`config.mk`:
```
export PLATFORM = sky130hd
export DESIGN_NAME = ddr4_rank_init_seq
export DESIGN_NICKNAME = d
export VERILOG_FILES = /design/src/rtl/rinit_pkg.sv /design/src/rtl/rinit_rank_pick.sv /design/src/rtl/rinit_addr_xform.sv /design/src/rtl/rinit_gap_ctr.sv /design/src/rtl/ddr4_rank_init_seq.sv
export SDC_FILE = /design/constraint.sdc
export NUM_CORES = 1
export LEC_CHECK = 0
export BUFFER_PORTS_ARGS = -buffer_cell sky130_fd_sc_hd__clkbuf_2
export CORE_AREA = 3 3 138 140
export DETAILED_ROUTE_END_ITERATION = 10
export DIE_AREA = 0 0 141 143
export PLACE_DENSITY = 0.74
export SKIP_LAST_GASP = 1
export SLEW_MARGIN = 20
export SYNTH_ARGS = -nofsm -noshare
export SYNTH_HDL_FRONTEND = slang
export SYNTH_HIERARCHICAL = 1
export SYNTH_SLANG_ARGS = --single-unit
```
`constraint.sdc`:
```
create_clock -name clk -period 4.36 [get_ports clk]
set_input_delay 0.218 -clock clk [delete_from_list [all_inputs] [get_ports clk]]
set_output_delay 0.218 -clock clk [all_outputs]
set_load 0.03 [all_outputs]
```
`src/rtl/rinit_pkg.sv`:
```
package rinit_pkg;

    localparam int ADDR_W = 18;

    typedef enum logic [1:0] {
        ST_IDLE,
        ST_ISSUE,
        ST_GAP,
        ST_DONE
    } seq_state_e;

    typedef enum logic {
        PH_MODE,
        PH_ZQ
    } seq_phase_e;

    typedef struct packed {
        logic [1:0]        bg;
        logic [1:0]        ba;
        logic [ADDR_W-1:0] addr;
    } dram_word_t;

    // Address bits that the register inverts on its B-side outputs.
    localparam logic [ADDR_W-1:0] B_SIDE_INV = 18'h22BF8;

    // Long ZQ calibration carries only A10 high.
    localparam logic [ADDR_W-1:0] ZQ_LONG_ADDR = 18'h00400;

endpackage

```
`src/rtl/rinit_rank_pick.sv`:
```
module rinit_rank_pick #(
    parameter int NUM_RANKS = 4,
    localparam int RANK_W = (NUM_RANKS > 1) ? $clog2(NUM_RANKS) : 1
) (
    input  logic [NUM_RANKS-1:0] present,
    input  logic [RANK_W:0]      from_idx,
    output logic                 found,
    output logic [RANK_W-1:0]    idx
);

    // Lowest fitted rank at or above from_idx.
    always_comb begin
        found = 1'b0;
        idx   = '0;
        for (int i = NUM_RANKS - 1; i >= 0; i--) begin
            if (present[i] && (32'(i) >= 32'(from_idx))) begin
                found = 1'b1;
                idx   = RANK_W'(i);
            end
        end
    end

endmodule

```
`src/rtl/rinit_addr_xform.sv`:
```
module rinit_addr_xform
    import rinit_pkg::*;
(
    input  dram_word_t a_word,
    input  logic       mirror,
    input  logic       b_side,
    output dram_word_t w_out
);

    dram_word_t mirrored;

    always_comb begin
        mirrored = a_word;
        if (mirror) begin
            mirrored.addr[3]  = a_word.addr[4];
            mirrored.addr[4]  = a_word.addr[3];
            mirrored.addr[5]  = a_word.addr[6];
            mirrored.addr[6]  = a_word.addr[5];
            mirrored.addr[7]  = a_word.addr[8];
            mirrored.addr[8]  = a_word.addr[7];
            mirrored.addr[11] = a_word.addr[13];
            mirrored.addr[13] = a_word.addr[11];
            mirrored.ba       = {a_word.ba[0], a_word.ba[1]};
            mirrored.bg       = {a_word.bg[0], a_word.bg[1]};
        end
    end

    always_comb begin
        w_out = mirrored;
        if (b_side) begin
            w_out.addr = mirrored.addr ^ B_SIDE_INV;
            w_out.ba   = ~mirrored.ba;
            w_out.bg   = ~mirrored.bg;
        end
    end

endmodule

```
`src/rtl/rinit_gap_ctr.sv`:
```
module rinit_gap_ctr #(
    parameter int IDLE_W = 16
) (
    input  logic              clk,
    input  logic              rst_n,
    input  logic              load,
    input  logic [IDLE_W-1:0] load_val,
    output logic              expire
);

    logic [IDLE_W-1:0] cnt_q;

    always_ff @(posedge clk or negedge rst_n) begin
        if (!rst_n) begin
            cnt_q <= '0;
        end else if (load) begin
            cnt_q <= load_val;
        end else if (cnt_q != '0) begin
            cnt_q <= cnt_q - 1'b1;
        end
    end

    assign expire = (cnt_q == IDLE_W'(1));


    gap_nonzero_chk: assert property (@(posedge clk) disable iff (!rst_n)
        load |-> (load_val != '0));


    gap_no_overlap_chk: assert property (@(posedge clk) disable iff (!rst_n)
        load |-> (cnt_q == '0));

endmodule

```
`src/rtl/ddr4_rank_init_seq.sv`:
```
module ddr4_rank_init_seq
    import rinit_pkg::*;
#(
    parameter int NUM_RANKS  = 4,
    parameter int NUM_MR     = 7,
    parameter int IDLE_W     = 16,
    parameter int TMRD       = 8,
    parameter int TDLLK_SLOW = 597,
    parameter int TDLLK_FAST = 768,
    parameter int TZQINIT    = 1024,
    localparam int RANK_W    = (NUM_RANKS > 1) ? $clog2(NUM_RANKS) : 1,
    localparam int MR_W      = (NUM_MR > 1) ? $clog2(NUM_MR) : 1,
    localparam int MR_PACK_W = NUM_MR * ADDR_W
) (
    input  logic                 clk,
    input  logic                 rst_n,
    input  logic                 start,
    input  logic [NUM_RANKS-1:0] rank_present,
    input  logic                 fast_rate,
    input  logic                 zq_en,
    input  logic [NUM_RANKS-1:0] mirror_rank,
    input  logic [MR_PACK_W-1:0] mr_values,
    output logic                 cmd_valid,
    input  logic                 cmd_ready,
    output logic                 cmd_zq,
    output logic                 cmd_side,
    output logic [RANK_W-1:0]    cmd_rank,
    output logic [1:0]           cmd_bg,
    output logic [1:0]           cmd_ba,
    output logic [ADDR_W-1:0]    cmd_addr,
    output logic [IDLE_W-1:0]    cmd_idle,
    output logic                 done
);

    localparam logic [IDLE_W-1:0] IDLE_MODE    = IDLE_W'(TMRD);
    localparam logic [IDLE_W-1:0] IDLE_ZQ_SLOW = IDLE_W'(TDLLK_SLOW + TZQINIT);
    localparam logic [IDLE_W-1:0] IDLE_ZQ_FAST = IDLE_W'(TDLLK_FAST + TZQINIT);
    localparam logic [MR_W-1:0]   LAST_MR      = MR_W'(NUM_MR - 1);

    // ---------------- state and captured configuration ----------------
    seq_state_e             state_q, state_d;
    seq_phase_e             phase_q, phase_d;
    logic [MR_W-1:0]        mr_q, mr_d;
    logic [RANK_W-1:0]      rank_q, rank_d;
    logic                   side_q, side_d;
    logic [NUM_RANKS-1:0]   mask_q, mirror_q;
    logic                   fast_q, zq_q;
    logic [MR_PACK_W-1:0]   mrv_q;
    logic                   capture;

    // ---------------- mode-register value table ----------------
    logic [ADDR_W-1:0] mr_tab [NUM_MR];

    for (genvar g = 0; g < NUM_MR; g++) begin : g_mr_tab
        assign mr_tab[g] = mrv_q[g*ADDR_W +: ADDR_W];
    end

    // ---------------- rank search ----------------
    logic [NUM_RANKS-1:0] first_src;
    logic                 first_found, next_found;
    logic [RANK_W-1:0]    first_idx, next_idx;
    logic [RANK_W:0]      next_from;

    assign first_src = (state_q == ST_IDLE) ? rank_present : mask_q;
    assign next_from = {1'b0, rank_q} + 1'b1;

    rinit_rank_pick #(.NUM_RANKS(NUM_RANKS)) u_first_pick (
        .present  (first_src),
        .from_idx ('0),
        .found    (first_found),
        .idx      (first_idx)
    );

    rinit_rank_pick #(.NUM_RANKS(NUM_RANKS)) u_next_pick (
        .present  (mask_q),
        .from_idx (next_from),
        .found    (next_found),
        .idx      (next_idx)
    );

    // ---------------- current command word ----------------
    dram_word_t        a_word, out_word;
    logic [IDLE_W-1:0] cur_idle;
    logic [31:0]       mr_num;

    always_comb begin
        mr_num = 32'(mr_q);
        if (phase_q == PH_MODE) begin
            a_word.addr = mr_tab[mr_q];
            a_word.ba   = mr_num[1:0];
            a_word.bg   = {1'b0, mr_num[2]};
            cur_idle    = IDLE_MODE;
        end else begin
            a_word.addr = ZQ_LONG_ADDR;
            a_word.ba   = 2'b00;
            a_word.bg   = 2'b00;
            cur_idle    = fast_q ? IDLE_ZQ_FAST : IDLE_ZQ_SLOW;
        end
    end

    rinit_addr_xform u_xform (
        .a_word (a_word),
        .mirror (mirror_q[rank_q]),
        .b_side (side_q),
        .w_out  (out_word)
    );

    // ---------------- idle gap counter ----------------
    logic gap_load, gap_expire;

    rinit_gap_ctr #(.IDLE_W(IDLE_W)) u_gap (
        .clk      (clk),
        .rst_n    (rst_n),
        .load     (gap_load),
        .load_val (cur_idle),
        .expire   (gap_expire)
    );

    // ---------------- advance to the next rank / entry / phase ----------------
    logic       adv_last;
    seq_phase_e adv_phase;
    logic [MR_W-1:0]   adv_mr;
    logic [RANK_W-1:0] adv_rank;

    always_comb begin
        adv_last  = 1'b0;
        adv_phase = phase_q;
        adv_mr    = mr_q;
        adv_rank  = rank_q;
        if (next_found) begin
            adv_rank = next_idx;
        end else if (phase_q == PH_MODE && mr_q != LAST_MR) begin
            adv_mr   = mr_q + 1'b1;
            adv_rank = first_idx;
        end else if (phase_q == PH_MODE && zq_q) begin
            adv_phase = PH_ZQ;
            adv_rank  = first_idx;
        end else begin
            adv_last = 1'b1;
        end
    end

    // ---------------- next-state process ----------------
    always_comb begin
        state_d  = state_q;
        phase_d  = phase_q;
        mr_d     = mr_q;
        rank_d   = rank_q;
        side_d   = side_q;
        capture  = 1'b0;
        gap_load = 1'b0;
        unique case (state_q)
            ST_IDLE: begin
                if (start) begin
                    capture = 1'b1;
                    phase_d = PH_MODE;
                    mr_d    = '0;
                    side_d  = 1'b0;
                    rank_d  = first_idx;
                    state_d = first_found ? ST_ISSUE : ST_DONE;
                end
            end
            ST_ISSUE: begin
                if (cmd_ready) begin
                    gap_load = 1'b1;
                    state_d  = ST_GAP;
                end
            end
            ST_GAP: begin
                if (gap_expire) begin
                    if (!side_q) begin
                        side_d  = 1'b1;
                        state_d = ST_ISSUE;
                    end else if (adv_last) begin
                        state_d = ST_DONE;
                    end else begin
                        side_d  = 1'b0;
                        phase_d = adv_phase;
                        mr_d    = adv_mr;
                        rank_d  = adv_rank;
                        state_d = ST_ISSUE;
                    end
                end
            end
            ST_DONE: begin
                state_d = ST_IDLE;
            end
            default: begin
                state_d = ST_IDLE;
            end
        endcase
    end

    // ---------------- state register process ----------------
    always_ff @(posedge clk or negedge rst_n) begin
        if (!rst_n) begin
            state_q  <= ST_IDLE;
            phase_q  <= PH_MODE;
            mr_q     <= '0;
            rank_q   <= '0;
            side_q   <= 1'b0;
            mask_q   <= '0;
            mirror_q <= '0;
            fast_q   <= 1'b0;
            zq_q     <= 1'b0;
            mrv_q    <= '0;
        end else begin
            state_q <= state_d;
            phase_q <= phase_d;
            mr_q    <= mr_d;
            rank_q  <= rank_d;
            side_q  <= side_d;
            if (capture) begin
                mask_q   <= rank_present;
                mirror_q <= mirror_rank;
                fast_q   <= fast_rate;
                zq_q     <= zq_en;
                mrv_q    <= mr_values;
            end
        end
    end

    // ---------------- output process ----------------
    always_comb begin
        cmd_valid = (state_q == ST_ISSUE);
        done      = (state_q == ST_DONE);
        cmd_zq    = (phase_q == PH_ZQ);
        cmd_side  = side_q;
        cmd_rank  = rank_q;
        cmd_bg    = out_word.bg;
        cmd_ba    = out_word.ba;
        cmd_addr  = out_word.addr;
        cmd_idle  = cur_idle;
    end

    // ---------------- assertions ----------------

    hold_stable_chk: assert property (@(posedge clk) disable iff (!rst_n)
        (cmd_valid && !cmd_ready) |=> (cmd_valid && $stable(cmd_addr) && $stable(cmd_rank)
                                       && $stable(cmd_side) && $stable(cmd_zq)));


    gap_after_accept_chk: assert property (@(posedge clk) disable iff (!rst_n)
        (cmd_valid && cmd_ready) |=> !cmd_valid);


    done_single_chk: assert property (@(posedge clk) disable iff (!rst_n)
        done |=> (!done && !cmd_valid));


    rank_fitted_chk: assert property (@(posedge clk) disable iff (!rst_n)
        cmd_valid |-> mask_q[cmd_rank]);


    zq_enabled_chk: assert property (@(posedge clk) disable iff (!rst_n)
        (cmd_valid && cmd_zq) |-> (zq_q && cmd_addr[10]));


    cfg_frozen_chk: assert property (@(posedge clk) disable iff (!rst_n)
        (state_q != ST_IDLE) |=> ($stable(mask_q) && $stable(mrv_q) && $stable(zq_q)));

endmodule

```
==> run_results.csv <==
group,metric,value,unit
pwr,peakVddDrop,0.0004487,V
outcome,outcome,"completed",
placement,portBuffers,175,
synthesis,yosysSeqAreaShare,0.4791,
placement,place_inst,1325,
routing,wl_met1,10550,um
job,drv_cap,0,
die,coreArea,17960,sq um
routing,post_drt_wl_per_cell,16.84,um
timing,hold_violations,0,
pwr,cellPowerDensity,655.6,nW/um^2
routing,route.detailed.drc,0,
clock_tree,cts.htree.levels,4,
hold_path,hp-class,"in -> reg",
cells_and_area,postLayoutCellArea,11000,sq um
clock_tree,tritoncts,"built",
setup_path,required,4.14,ns
routing,postRouteAntennaNets,0,
synthesis,synth.distinct_cells,60,
timing,slew_headroom,0.3358,
synthesis,syn-cell-area,8409,sq um
synthesis,synth-main-ff-cell,"dfrtp_1",
timing,max_freq,312.2,MHz
global_routing,grt_pass1_wl,39050,um
setup_path,crit_slowest_cell,"dfrtp_2",
setup_path,rr_endpoint,"mr_q[2]",
die,die_area,20160,sq um
synthesis,async_reset_ff_frac,1.000,
routing,via_per_inst,5.162,
timing,min_period,3.203,ns
setup_path,cp_cell_sequence,"buf_4 -> mux4_2 -> o21ai_0 -> a21oi_1 -> mux2i_1 -> xnor2_1 -> clkbuf_2",
routing,top_layer,"met4",
synthesis,synth_edf_count,0,
synthesis,synth.area.top_cells,"dfrtp_1, nand2_1, mux4_2",
die,die_w,141,um
routing,drt_iter0_markers,597,
global_routing,grt_pass1_vias,7419,
setup_path,critPathKind,"reg -> out",
cells_and_area,final_util,0.6121,
global_routing,antenna_found_initial,0,
hold_path,hold_end,"mrv_q[94]",
setup_path,r2r_setup_slack,1.73,ns
cells_and_area,antenna_cells,0,
setup_path,critPathMaxFanout,30,
cells_and_area,final_common_cell,"nand2_1",
timing,worst_pin_slew,0.9963,ns
setup_path,worstSetupStartpointType,"flop",
synthesis,syn_inst,965,
synthesis,synth_top_area_share,0.4791,
cells_and_area,final_layout_size_suffix_gt1_frac,0.2084,
routing,wl,24700,um
setup_path,max_stage_delay,0.56,ns
cells_and_area,final_cell_mix,"nand2_1, clkbuf_2, dfrtp_1",
clock_tree,clkTransAtPathRegs,0.07,ns
cells_and_area,stdcell_count,1467,
clock_tree,cts_setup_buffers,0,
synthesis,yosys_warnings,6,
pwr,leakagePower,5.582,nW
cells_and_area,area_growth,30.75,%
synthesis,synth_top_area_cell,"dfrtp_1",
hold_path,worstHoldStart,"mr_values[94]",
die,start_util,0.4681,
setup_path,ff2ff_path_depth,7,
global_routing,track_usage,0.2491,
clock_tree,cts.sinks,161,
timing,slew_violations,0,
global_routing,grt_max_degree,138,
timing,fin_worst_skew,0.01701,ns
timing,tns,0,ns
synthesis,synth_seq_cells,161,
pwr,total_power,0.007208,W
setup_path,cp_num_buf_inv,2,
clock_tree,root_buffer,"clkbuf_16",
global_routing,grt_remaining_overflow,0,
die,num_rows,49,
setup_path,end_kind,"output port",
setup_path,critPathTopFamily,"multiplexers",
setup_path,rr_startpoint,"u_gap/cnt_q[6]",
clock_tree,clk-insertion-delay-late,0.44,ns
clock_tree,numCtsBuffers,17,
clock_tree,cts_resized,0,
setup_path,arrival,2.99,ns
routing,dr.pass1.iters,5,
clock_tree,clock_path_buffers,2,
placement,gp_congestion,0.9078,
synthesis,postSynthAreaPerCell,8.714,sq um
timing,setup_viol,0,
placement,dp_hpwl,16480,um
routing,dr_wl_met2,11800,um
clock_tree,ctsHoldBuffers,110,
timing,finalCritPeriodShare,0.7347,
routing,via_count,7573,
routing,dr_wl_met3,1619,um
hold_path,worstHoldPathCells,3,
cells_and_area,finalNetCount,1370,
die,die_h,143,um
timing,rsz0062_at_grt,"no",
placement,place_area,9323,sq um
die,ios,184,
sequential cells by signal, indices dropped and copies added (netlist names):
register / count
mask_q: 4
cmd_zq: 1
cmd_rank: 2
cmd_side: 1
state_q: 2
zq_q: 1
mrv_q: 126
mr_q: 3
u_gap/cnt_q: 16
fast_q: 1
mirror_q: 4
worst min-delay path, delay by kind of cell:
kind	cells	cell delay, ns
buffers and inverters	1	0.07
and+or+nand+nor	2	0.12
worst max-delay path by stage:
stage	slack, ns	startpoint	end	depth (start not counted)
after floorplan	2.02	cmd_zq	cmd_addr[4]	6
after global placement	1.60	mr_q[1]	cmd_addr[13]	6
after detailed placement	1.53	mr_q[1]	cmd_addr[11]	6
after CTS	1.06	mr_q[1]	cmd_addr[11]	6
after global routing	0.96	mr_q[0]	cmd_addr[7]	7
final	1.16	mr_q[0]	cmd_addr[5]	7
final cells by class:
class,count,area [sq um]
Sequential cell,161,4033
Clock inverter,15,142.6
Tap cell,229,286.5
Inverter,18,67.56
Timing Repair Buffer,292,2048
Clock buffer,17,425.4
Fill cell,1481,6968
Multi-Input combinational cell,735,3993
where the power goes:
group | switching [W] | internal [W] | total, W
clock | 0.000682 | 0.000755 | 0.00144
combinational | 0.00184 | 0.00115 | 0.00298
sequential | 0.000604 | 0.00218 | 0.00279
cell usage after synthesis (2+ instances only):
master,count
nand2_1,428
dfrtp_1,161
a21oi_1,42
nor2_1,42
buf_2,33
mux2i_1,33
o21ai_0,29
buf_4,23
mux4_2,19
inv_1,17
clkbuf_1,15
xnor2_1,14
nand3_1,10
nor2b_1,9
mux2_2,7
ha_1,5
nor3_1,5
nand4b_1,4
nor4_4,4
xor2_1,4
a211oi_1,3
a21o_1,3
a22oi_1,3
a31oi_1,3
nand4_1,3
a21bo_1,2
a22o_1,2
and2_1,2
and3_1,2
buf_1,2
buf_6,2
nand2b_1,2
nor2b_2,2
nor4_1,2
o21ai_1,2
o2bb2ai_1,2
per-stage QoR:
| stage | worst slack (ns) | hold slack [ns] |
|---|---|---|
| 6_report | 1.157 | 0.009450 |
| 5_1_grt | 0.9640 | 0.01158 |
| 4_1_cts | 1.056 | 0.004360 |
| 3_5_place_dp | 1.526 | 0.2421 |
| 3_3_place_gp | 1.597 | 0.2422 |
| 2_1_floorplan | 2.020 | -0.07759 |
logic make-up (layout without fill, tap and decap cells):
family,count (synthesis),count (layout),synth area share
and+or+nand+nor,525,525,0.2628
DFF,161,161,0.4791
AOI/OAI and AO/OA,102,102,0.07261
buffers and inverters,94,342,0.05937
muxes,59,59,0.09954
xor gates and xnor gates,18,18,0.01875
adders and majority gates,5,5,0.007439
other,1,26,0.0004459
metal layers:
metal / vias up / track usage
li1: 3619 / -
met1: 3586 / 0.3489
met2: 318 / 0.3861
met3: 50 / 0.04956
met4: 0 / 0.09587
met5: - / 0
(Power assumes the default switching activity.)
